$ cat src/rtl/excl_mon_pkg.sv
package excl_mon_pkg;

  typedef enum logic [1:0] {
    OP_LDEX  = 2'b00,
    OP_STEX  = 2'b01,
    OP_CLREX = 2'b10,
    OP_STORE = 2'b11
  } excl_op_e;

  typedef enum logic {
    MON_OPEN = 1'b0,
    MON_EXCL = 1'b1
  } mon_state_e;

  // Number of offset bits inside a reservation granule.
  function automatic int unsigned offset_bits(input int unsigned line_bytes);
    return $clog2(line_bytes);
  endfunction

endpackage

$ cat src/rtl/excl_op_decode.sv
module excl_op_decode
  import excl_mon_pkg::*;
(
  input  logic       req_valid,
  input  logic [1:0] req_op,
  output logic       ev_ldex,
  output logic       ev_stex,
  output logic       ev_clrex,
  output logic       ev_store
);
  excl_op_e op;
  assign op = excl_op_e'(req_op);

  always_comb begin
    ev_ldex  = 1'b0;
    ev_stex  = 1'b0;
    ev_clrex = 1'b0;
    ev_store = 1'b0;
    if (req_valid) begin
      unique case (op)
        OP_LDEX:  ev_ldex  = 1'b1;
        OP_STEX:  ev_stex  = 1'b1;
        OP_CLREX: ev_clrex = 1'b1;
        OP_STORE: ev_store = 1'b1;
        default:  ev_store = 1'b0;
      endcase
    end
  end
endmodule

$ cat src/rtl/excl_granule_cmp.sv
module excl_granule_cmp #(
  parameter int unsigned ADDR_W     = 32,
  parameter int unsigned LINE_BYTES = 32,
  localparam int unsigned OFS_W     = $clog2(LINE_BYTES),
  localparam int unsigned TAG_W     = ADDR_W - OFS_W
) (
  input  logic [ADDR_W-1:0] addr,
  input  logic [TAG_W-1:0]  held_tag,
  output logic [TAG_W-1:0]  addr_tag,
  output logic              tag_match
);
  assign addr_tag  = addr[ADDR_W-1:OFS_W];
  assign tag_match = (addr_tag == held_tag);
endmodule

$ cat src/rtl/excl_state_reg.sv
module excl_state_reg
  import excl_mon_pkg::*;
#(
  parameter int unsigned TAG_W = 27
) (
  input  logic             clk,
  input  logic             rst_n,
  input  logic             set_res,
  input  logic             drop_res,
  input  logic [TAG_W-1:0] new_tag,
  output mon_state_e       state,
  output logic [TAG_W-1:0] tag
);
  always_ff @(posedge clk or negedge rst_n) begin
    if (!rst_n) begin
      state <= MON_OPEN;
      tag   <= '0;
    end else if (set_res) begin
      state <= MON_EXCL;
      tag   <= new_tag;
    end else if (drop_res) begin
      state <= MON_OPEN;
    end
  end
endmodule

$ cat src/rtl/excl_monitor.sv
module excl_monitor
  import excl_mon_pkg::*;
#(
  parameter int unsigned ADDR_W           = 32,
  parameter int unsigned LINE_BYTES       = 32,
  parameter bit          PLAIN_HIT_CLEARS = 1'b0
) (
  input  logic              clk,
  input  logic              rst_n,
  input  logic              req_valid,
  input  logic [1:0]        req_op,
  input  logic [ADDR_W-1:0] req_addr,
  output logic              st_permit,
  output logic              stex_fail
);
  localparam int unsigned OFS_W = offset_bits(LINE_BYTES);
  localparam int unsigned TAG_W = ADDR_W - OFS_W;

  logic ev_ldex, ev_stex, ev_clrex, ev_store;
  logic [TAG_W-1:0] req_tag, held_tag;
  logic tag_match, res_hit, stex_ok, plain_drop, set_res, drop_res;
  mon_state_e state;

  excl_op_decode u_dec (
    .req_valid(req_valid), .req_op(req_op),
    .ev_ldex(ev_ldex), .ev_stex(ev_stex), .ev_clrex(ev_clrex), .ev_store(ev_store)
  );

  excl_granule_cmp #(.ADDR_W(ADDR_W), .LINE_BYTES(LINE_BYTES)) u_cmp (
    .addr(req_addr), .held_tag(held_tag), .addr_tag(req_tag), .tag_match(tag_match)
  );

  assign res_hit = (state == MON_EXCL) && tag_match;
  assign stex_ok = ev_stex && res_hit;

  generate
    if (PLAIN_HIT_CLEARS) begin : g_plain_clears
      assign plain_drop = ev_store && res_hit;
    end else begin : g_plain_keeps
      assign plain_drop = 1'b0;
    end
  endgenerate

  assign set_res  = ev_ldex;
  assign drop_res = ev_stex || ev_clrex || plain_drop;

  excl_state_reg #(.TAG_W(TAG_W)) u_state (
    .clk(clk), .rst_n(rst_n), .set_res(set_res), .drop_res(drop_res),
    .new_tag(req_tag), .state(state), .tag(held_tag)
  );

  assign st_permit = ev_store || stex_ok;
  assign stex_fail = ev_stex && !stex_ok;

  AST_OPEN_STEX_FAILS: assert property (@(posedge clk) disable iff (!rst_n)
    (req_valid && req_op == 2'b01 && state == MON_OPEN) |-> (stex_fail && !st_permit));
  AST_STEX_ONE_OUTCOME: assert property (@(posedge clk) disable iff (!rst_n)
    (req_valid && req_op == 2'b01) |-> (st_permit != stex_fail));
  AST_LDEX_RECORDS: assert property (@(posedge clk) disable iff (!rst_n)
    (req_valid && req_op == 2'b00) |=> (state == MON_EXCL && held_tag == $past(req_addr[ADDR_W-1:OFS_W])));
  AST_STEX_TO_OPEN: assert property (@(posedge clk) disable iff (!rst_n)
    (req_valid && req_op == 2'b01) |=> (state == MON_OPEN));
  AST_CLREX_TO_OPEN: assert property (@(posedge clk) disable iff (!rst_n)
    (req_valid && req_op == 2'b10) |=> (state == MON_OPEN));
  AST_IDLE_HOLDS: assert property (@(posedge clk) disable iff (!rst_n)
    !req_valid |=> ($stable(state) && $stable(held_tag)));
  AST_IDLE_QUIET: assert property (@(posedge clk) disable iff (!rst_n)
    !req_valid |-> (!st_permit && !stex_fail));
  AST_PLAIN_PERMIT: assert property (@(posedge clk) disable iff (!rst_n)
    (req_valid && req_op == 2'b11) |-> (st_permit && !stex_fail));

  generate
    if (!PLAIN_HIT_CLEARS) begin : g_ast_keep
      AST_PLAIN_KEEPS: assert property (@(posedge clk) disable iff (!rst_n)
        (req_valid && req_op == 2'b11) |=> $stable(state));
    end
  endgenerate
endmodule

$ cat config.mk
export PLATFORM = sky130hd
export DESIGN_NAME = excl_monitor
export DESIGN_NICKNAME = d
export VERILOG_FILES = /design/src/rtl/excl_mon_pkg.sv /design/src/rtl/excl_op_decode.sv /design/src/rtl/excl_granule_cmp.sv /design/src/rtl/excl_state_reg.sv /design/src/rtl/excl_monitor.sv
export SDC_FILE = /design/constraint.sdc
export NUM_CORES = 1
export LEC_CHECK = 0
export ABC_AREA = 1
export BUFFER_PORTS_ARGS = -buffer_cell sky130_fd_sc_hd__buf_2
export CAP_MARGIN = 20
export CORE_MARGIN = 2
export CORE_UTILIZATION = 45
export DETAILED_ROUTE_END_ITERATION = 6
export PLACE_DENSITY_LB_ADDON = 0.12
export SETUP_SLACK_MARGIN = 0.3
export SLEW_MARGIN = 20
export SYNTH_ARGS = -nofsm -noshare
export SYNTH_HDL_FRONTEND = slang
export SYNTH_SLANG_ARGS = --single-unit
$ cat constraint.sdc
create_clock -name clk -period 1.09 [get_ports clk]
set_input_delay 0.218 -clock clk [delete_from_list [all_inputs] [get_ports clk]]
set_output_delay 0.218 -clock clk [all_outputs]
set_load 0.01 [all_outputs]
Yosys cells after proc, flatten, opt, wreduce, memory -nomap -nowiden
Index checks and enable logic that the tools add are counted.
{ "totals": {"reg_bits": 28, "in_bits": 37, "output_inout_bits": 2, "wordCells": 24} }
{ "op_classes": {"eq_ne": 4, "n_mux": 10, "n_reduce_logical": 8} }
{ "ops": {"columns": ["cell", "count"], "rows": [
  ["equality test 27 bit", 1],
  ["two-way mux 1 bit", 10],
  ["equality test 2 bit (second input constant)", 2],
  ["logical AND 1 bit", 3],
  ["equality test 2 x 1 -> 1 bit (second input constant)", 1],
  ["logical NOT 2 bit", 1],
  ["logical OR 1 bit", 2],
  ["nonzero test 2 bit", 1],
  ["logical NOT 1 bit", 1]
]} }

Logic depth before layout (Yosys ltp)
Gate-level depths: netlist of run 1.
{ "logic_depth": {"ltp_word": 6, "mapped_depth": 10, "mapped_depth_nobuf": 10} }

Cells and area by module
A second synthesis of run 1 with hierarchy kept.
{ "unflattened": {"hier_cells": 278, "hier_area_um2": 1849.3} }
{ "by_module_without_submodules": {"columns": ["module", "n_inst", "cells_each", "area_per_inst_um2", "seq_area_each_um2"], "rows": [
  ["excl_state_reg", 1, 118, 1087.3, 700.7],
  ["excl_granule_cmp", 1, 147, 701.9, 0.0],
  ["excl_monitor", 1, 5, 30.0, 0.0],
  ["excl_op_decode", 1, 8, 30.0, 0.0]
]} }

Least setup slack after synthesis of run 1
OpenSTA, ideal clock, no wires.
{ "synth_timing": {"path_kind": "reg2out", "from": "register u_state.tag[2]", "to": "output port st_permit", "arrival_ns": 1.016, "required_ns": 0.872, "slack_ns": -0.144, "path_stages_with_launch": 8, "n_path_buf": 0, "cell_sequence": "dfrtp_1 xnor2_1 nand2_1 nor2_1 nand3_1 nor2_2 nor2_1 nor2_2"} }
{ "synth_between": {"elab_chain_len": 4} }
{ "synth_lines": {"columns": ["item", "line", "text"], "rows": [
  ["from (decl)", "excl_state_reg.sv:12", "output logic [TAG_W-1:0] tag"],
  ["from (signal assigned)", "excl_state_reg.sv:20", "tag <= new_tag;"],
  ["equality test 27 bit", "excl_granule_cmp.sv:13", "assign tag_match = (addr_tag == held_tag);"],
  ["logical AND 1 bit", "excl_monitor.sv:33", "assign res_hit = (state == MON_EXCL) && tag_match;"],
  ["logical AND 1 bit", "excl_monitor.sv:34", "assign stex_ok = ev_stex && res_hit;"],
  ["logical OR 1 bit", "excl_monitor.sv:52", "assign st_permit = ev_store || stex_ok;"],
  ["to (decl)", "excl_monitor.sv:13", "output logic st_permit,"]
]} }
No other way between the ends.

Worst setup path after layout of run 1
{ "layout_timing": {"from": "register u_state.tag[5]", "to": "output port st_permit"} }
Same word-level chain as after synthesis.

==> results of run 1 <==
==> layout by cell type (no fill, tap or decap) <==
cell and instances:
sky130_fd_sc_hd__xnor2_1 3, sky130_fd_sc_hd__mux2_4 2, sky130_fd_sc_hd__nor3_1 1, sky130_fd_sc_hd__dlygate4sd3_1 1
sky130_fd_sc_hd__nor2_2 2, sky130_fd_sc_hd__clkbuf_8 1, sky130_fd_sc_hd__nand3_1 1, sky130_fd_sc_hd__nor2_1 15
sky130_fd_sc_hd__mux2_2 1, sky130_fd_sc_hd__buf_2 33, sky130_fd_sc_hd__a21oi_1 1, sky130_fd_sc_hd__inv_1 50
sky130_fd_sc_hd__nor2_4 1, sky130_fd_sc_hd__o21ai_1 1, sky130_fd_sc_hd__dfrtp_1 28, sky130_fd_sc_hd__nand2_1 105
sky130_fd_sc_hd__o21ai_0 24, sky130_fd_sc_hd__clkbuf_4 3, sky130_fd_sc_hd__nand2_4 1, sky130_fd_sc_hd__a21boi_0 1
sky130_fd_sc_hd__buf_12 2, sky130_fd_sc_hd__buf_4 3
==> cells by family after synthesis <==
| logic type | count (synthesis) | synth area share [%] |
|---|---|---|
| muxes | 3 | 2.34 |
| xor gates and xnor gates | 3 | 1.64 |
| DFF | 28 | 43.7 |
| AOI/OAI and AO/OA | 27 | 8.59 |
| and+or+nand+nor | 126 | 30.2 |
| buffers and inverters | 55 | 13.5 |
==> how the worst max path moves through the flow <==
| stage | start | endpoint | cells past startpoint |
|---|---|---|---|
| detailed placement | u_state.tag[5] | st_permit | 11 |
| finish | u_state.tag[5] | st_permit | 11 |
| floorplan | u_state.tag[2] | st_permit | 7 |
| CTS | u_state.tag[5] | st_permit | 11 |
| global route | u_state.tag[5] | st_permit | 11 |
| global placement | u_state.tag[19] | st_permit | 10 |
==> power groups by stage <==
stage                     Combinational [mW]  Sequential, mW  Clock [mW]
after floorplan                        0.420            1.32           0
after global placement                 0.584            1.34           0
after detailed placement               0.591            1.34           0
after CTS                              0.598            1.32       0.534
after global routing                   0.730            1.35       0.560
final                                  0.605            1.32       0.501
==> Yosys cell counts (all sizes together) <==
library cell	n	share of area, %
buf	3	1.3
a21boi	1	0.47
dfrtp	28	44
inv	50	12
nor3	1	0.31
clkbuf	2	0.47
nor2	18	4.5
a21oi	1	0.31
nand2	106	25
mux2	3	2.3
nand3	1	0.31
o21ai	25	7.8
xnor2	3	1.6
==> area by class of cell <==
type	count	area share (%)
clock buffers	4	1.89
well taps	46	3.00
flip-flops and latches	28	36.5
multi-input cells	159	36.5
repair buffers	39	12.4
inverters	50	9.77
==> state kept, by name (all words and copies together), names as in the netlist <==
name / count
u_state.tag: 27
u_state.state: 1
==> metrics by stage <==
| step | std cells | cell area (sq um) | utilization [%] |
|---|---|---|---|
| floorplan | 242 | 1630 | - |
| global placement | 320 | 1860 | 55.0 |
| detailed placement | 320 | 1860 | 55.0 |
| CTS | 325 | 1910 | 56.3 |
| global route | 326 | 1920 | 56.7 |
| finish | 326 | 1920 | 56.7 |
==> metal layers <==
metal	track usage [%]	up-vias	wire, microns	part of all wire, %
met1	22.4	561	1530	52
met2	26.8	26	1270	43
met4	4.08	0	22	0.75
met5	0	-	0	0
met3	4.29	2	131	4.4
li1	-	784	-	-
==> what timing repair did <==
item / CTS / global route
setup endpoints to repair: 2 / 3
gates resized for setup: 0 / 2
hold buffers: 1 / 0
endpoints found under the hold margin: 11 / 0
pin swaps: 0 / 0
buffers inserted: 0 / 1
==> results.yml, run 1 <==
status:
  outcome: "finished, violations left"
  violations: "setup timing"
sta:
  maxClockFrequency_mhz: 556
  period_share_pct: 165
  timing_max_transition_violations_final: 0
  rsz0062_at_grt: "true"
  finalHoldWorstSlack_ns: 0.140
  final.setup.worst_slack_ns: -0.707
  finalSetupViolations: 2
  finalClockSkew_ns: 0
  min_period_ns: 1.80
  fin_setup_tns_ns: -1.36
  final_hold_viol_count: 0
  worst_pin_slew_ns: 0.309
  worst_relative_slew_slack_pct: 79.4
run:
  max_cap_viols: 0
synthesis:
  synth_warnings: 0
  syn-mean-instance-area_sq_um: 6.62
  synth.ff_latch_count: 28
  post_synthesis_cell_count: 242
  synth.net_count: 279
  synth.cell_area_sq_um: 1600
  synth_seq_area_share_pct: 43.8
  synth.lib_cells_used.distinct: 17
placement:
  port-buffer-count: 33
  dpl_worst_slack_ns: -0.352
  place_hpwl_microns: 2240
  gp_congestion: 0.745
die:
  fp.dieArea_sq_um: 4050
  chipWidth_microns: 63.7
  pin_count: 39
  initial_util_pct: 47.2
  core-area_sq_um: 3390
  die-height_microns: 63.7
  cell_rows: 21
clocking:
  cts_bufs_inserted: 3
  clk_transition_reported_paths_ns: 0.15
  clock_latency_ns: 0.32
  clockBufferDepth: 2
  tritoncts: "done"
  cts_sinks: 28
  cts.htree.levels: 1
  clockRootBuffer: "sky130_fd_sc_hd__clkbuf_4"
finish:
  filler_cell_count: 336
  sequential_cell_area_sq_um: 701
  num-nets-final: 318
  drive_gt1_share_pct: 17.5
  diode_insertion_count_for_antenna_repair: 0
  multi_input_comb_area_sq_um: 701
  area.growth.synth_to_final_pct: 19.9
route:
  drtPass1Iterations: 5
  vias_post_dr: 1373
  route.detailed.vias_per_inst: 4.21
  remaining_antenna_violation_count_after_routing: 0
  wire_per_inst_microns: 9.05
  routed_wl_microns: 2950
  drt_initial_violations: 90
  drc_errors: 0
power:
  power_leakage_nw: 1.15
  design_power_total_mw: 2.43
  portion_of_total_power_attributed_to_sequential_cells_pct: 54.5
  share_clk_of_total_power_pct: 20.6
  power_switching_share_pct: 30.3
  power.combinational.fraction_pct: 24.9
  powerDensity_nw_per_um2: 1260
  power.net_switching_mw: 0.737
  worst_ir_drop_vdd_v: 0.00110
  cell_internal_pwr_mw: 1.69
worst_setup_path:
  cpLargestDelayFamily: "simple AND/OR/NAND/NOR gates"
  slowest_stage: "sky130_fd_sc_hd__dfrtp_1"
  setup.worst_path.class: "reg -> out"
  r2r_start: "u_state.tag[12]"
  r2r_cells: 1
  critPathMostFrequentCell: "sky130_fd_sc_hd__nand2_1"
  crit_arrival_ns: 1.58
  r2r_slack_ns: 0.32
  critPathLaunchType: "flop"
  worstPathCellList: "inv_1 > nand2_1 > nand2_1 > nor2_1 > nand2_1 > nor2_1 > nand2_1 > nor2_2 > nor2_1 > nor2_2 > buf_2"
  critical_path.max_fanout: 3
  critical_path_buf_inv_count: 2
  critical-path-max-stage-delay_ns: 0.40
  r2r-end: "u_state.tag[12]"
  crit_end_element: "output port"
  crit_required_ns: 0.87
global_routing:
  grt-ovfl-total: 0
  global_router_s_overall_resource_usage_pct: 16.7
  grt_pass1_vias: 1314
  grt_max_degree: 35
  grt_pass1_wl_microns: 5400
  antenna_found_initial: 0
worst_hold_path:
  timing.hold.worst.class: "in -> reg"
  min_path_cells: 2
  holdPathEnd: "u_state.tag[20]"
  holdCritStartpoint: "req_addr[25]"
Power figures use the tool's default switching activity.
==> inputs of run 2 (changes only) <==
--- a/config.mk
+++ b/config.mk
@@ -12,7 +12,6 @@
 export CORE_UTILIZATION = 45
 export DETAILED_ROUTE_END_ITERATION = 6
 export PLACE_DENSITY_LB_ADDON = 0.12
-export SETUP_SLACK_MARGIN = 0.3
 export SLEW_MARGIN = 20
 export SYNTH_ARGS = -nofsm -noshare
 export SYNTH_HDL_FRONTEND = slang
==> results.yml, run 2 (synthesized netlist as in run 1, its figures left out) <==
status:
  outcome: "finished, violations left"
  violations: "setup timing"
finish:
  filler_cell_count: 328
  top_regs: "u_state.tag (27), u_state.state (1)"
  area.growth.synth_to_final_pct: 20.0
  largest_register: "u_state.tag"
  commonest_cells_after_routing_fill_and_taps_aside: "sky130_fd_sc_hd__nand2_1 (105), sky130_fd_sc_hd__inv_1 (50), sky130_fd_sc_hd__buf_2 (33), sky130_fd_sc_hd__dfrtp_1 (28), sky130_fd_sc_hd__o21ai_0 (25)"
  fin_cells: 328
  finalCoreUtilization_pct: 56.7
  diode_insertion_count_for_antenna_repair: 0
  sequential_cell_area_sq_um: 701
  mostFrequentLayoutCell: "sky130_fd_sc_hd__nand2_1"
  multi_input_comb_area_sq_um: 693
  largest_register_ff_count: 27
  num-nets-final: 321
  drive_gt1_share_pct: 18.8
global_routing:
  grt_pass1_vias: 1312
  global_router_s_overall_resource_usage_pct: 16.9
  grt_pass1_wl_microns: 5470
  grt_max_degree: 44
  grt-ovfl-total: 0
  antenna_found_initial: 0
worst_setup_path:
  r2r_cells: 1
  r2r_start: "u_state.tag[2]"
  crit_path_start: "u_state.tag[3]"
  r2r_slack_ns: 0.31
  cp-endpoint: "st_permit"
  crit_arrival_ns: 1.57
  critical_path.max_fanout: 3
  setup.worst_path.class: "reg -> out"
  crit_required_ns: 0.87
  r2r-end: "u_state.tag[2]"
  crit_end_element: "output port"
  critPathLaunchType: "flop"
placement:
  gp_congestion: 0.794
  port-buffer-count: 33
  placedCellCount: 324
  place_hpwl_microns: 2240
power:
  cell_internal_pwr_mw: 1.62
  power_switching_share_pct: 31.0
  power_leakage_nw: 1.14
  design_power_total_mw: 2.34
  power.combinational.fraction_pct: 25.7
  power.net_switching_mw: 0.726
  portion_of_total_power_attributed_to_sequential_cells_pct: 56.6
  powerDensity_nw_per_um2: 1220
  share_clk_of_total_power_pct: 17.8
  worst_ir_drop_vdd_v: 0.00104
die:
  pin_count: 39
  core-area_sq_um: 3390
  initial_util_pct: 47.2
  die-height_microns: 63.7
  cell_rows: 21
  chipWidth_microns: 63.7
  fp.dieArea_sq_um: 4050
clocking:
  clockRootBuffer: "sky130_fd_sc_hd__clkbuf_4"
  clockBufferDepth: 2
  post-cts-setup-buffers: 0
  clk_transition_reported_paths_ns: 0.14
  clock_latency_ns: 0.32
  cts_sinks: 28
  tritoncts: "done"
  cts.htree.levels: 1
  cts_bufs_inserted: 3
route:
  routed_wl_microns: 2960
  vias_post_dr: 1397
  remaining_antenna_violation_count_after_routing: 0
  drc_errors: 0
  drt_initial_violations: 79
  wire_per_inst_microns: 9.03
  drtPass1Iterations: 4
  route.detailed.vias_per_inst: 4.26
sta:
  worst_relative_slew_slack_pct: 85.8
  finalHoldWorstSlack_ns: 0.144
  final_hold_viol_count: 0
  worst_pin_slew_ns: 0.211
  period_share_pct: 164
  final.setup.worst_slack_ns: -0.703
  min_period_ns: 1.79
  rsz0062_at_grt: "true"
  finalSetupViolations: 2
  maxClockFrequency_mhz: 558
  timing_max_transition_violations_final: 0
  finalClockSkew_ns: 0
run:
  max_cap_viols: 0
worst_hold_path:
  timing.hold.worst.class: "in -> reg"
==> run 2: metal layers <==
layer / up-vias / routed length [microns] / global-route usage [%]
met5: - / 0 / 0
met4: 0 / 24 / 3.26
met2: 21 / 1290 / 26.7
met1: 588 / 1550 / 23.7
met3: 2 / 101 / 4.29
li1: 786 / - / -
==> run 2: critical path, stage by stage (launching register included) <==
cell and delay (ns):
sky130_fd_sc_hd__dfrtp_1 0.40, sky130_fd_sc_hd__inv_1 0.05, sky130_fd_sc_hd__nand2_1 0.06, sky130_fd_sc_hd__nand2_1 0.06
sky130_fd_sc_hd__nor2_1 0.09, sky130_fd_sc_hd__nand2_1 0.06, sky130_fd_sc_hd__nor2_1 0.11, sky130_fd_sc_hd__nand2_1 0.09
sky130_fd_sc_hd__nor2_2 0.11, sky130_fd_sc_hd__nor2_1 0.06, sky130_fd_sc_hd__nor2_2 0.06, sky130_fd_sc_hd__buf_2 0.12
==> run 2: repair_timing <==
| action | 4_1_cts | 5_1_grt |
|---|---|---|
| endpoints found under the hold margin | 28 | 0 |
| hold buffers | 1 | 0 |
| gates resized for setup | 1 | 2 |
| endpoints found under the setup margin | 2 | 2 |
| pin swaps | 3 | 1 |
==> run 2: worst min-delay path by stage <==
stage	startpoint	endpoint	slack [ns]	cells past startpoint
floorplan	rst_n	u_state.state	-0.08	0
global placement	rst_n	u_state.tag[5]	0.18	2
detailed placement	rst_n	u_state.tag[5]	0.18	2
CTS	req_addr[25]	u_state.tag[20]	0.13	2
global route	req_addr[25]	u_state.tag[20]	0.12	2
finish	req_addr[17]	u_state.tag[12]	0.14	2
==> run 2: metrics by stage <==
step / setup slack (ns) / area (sq um) / TNS, ns
2_1_floorplan: -0.144 / 1600 / -0.257
3_3_place_gp: -0.343 / 1880 / -0.631
3_5_place_dp: -0.339 / 1880 / -0.696
4_1_cts: -0.718 / 1920 / -1.37
5_1_grt: -0.909 / 1920 / -1.74
6_report: -0.703 / 1920 / -1.35
==> run 2: cell type report <==
| type | count | share of cell area (%) |
|---|---|---|
| flip-flops and latches | 28 | 36.5 |
| multi-input cells | 159 | 36.1 |
| repair buffers | 42 | 13.5 |
| inverters | 50 | 9.77 |
| well taps | 46 | 2.99 |
| clock buffers | 3 | 1.17 |
==> run 2: power groups by stage <==
stage               Combinational [mW]  Clock, mW  Sequential, mW
floorplan                        0.413          0            1.32
global placement                 0.592          0            1.34
detailed placement               0.601          0            1.35
CTS                              0.610      0.443            1.33
global route                     0.731      0.482            1.35
finish                           0.602      0.416            1.33
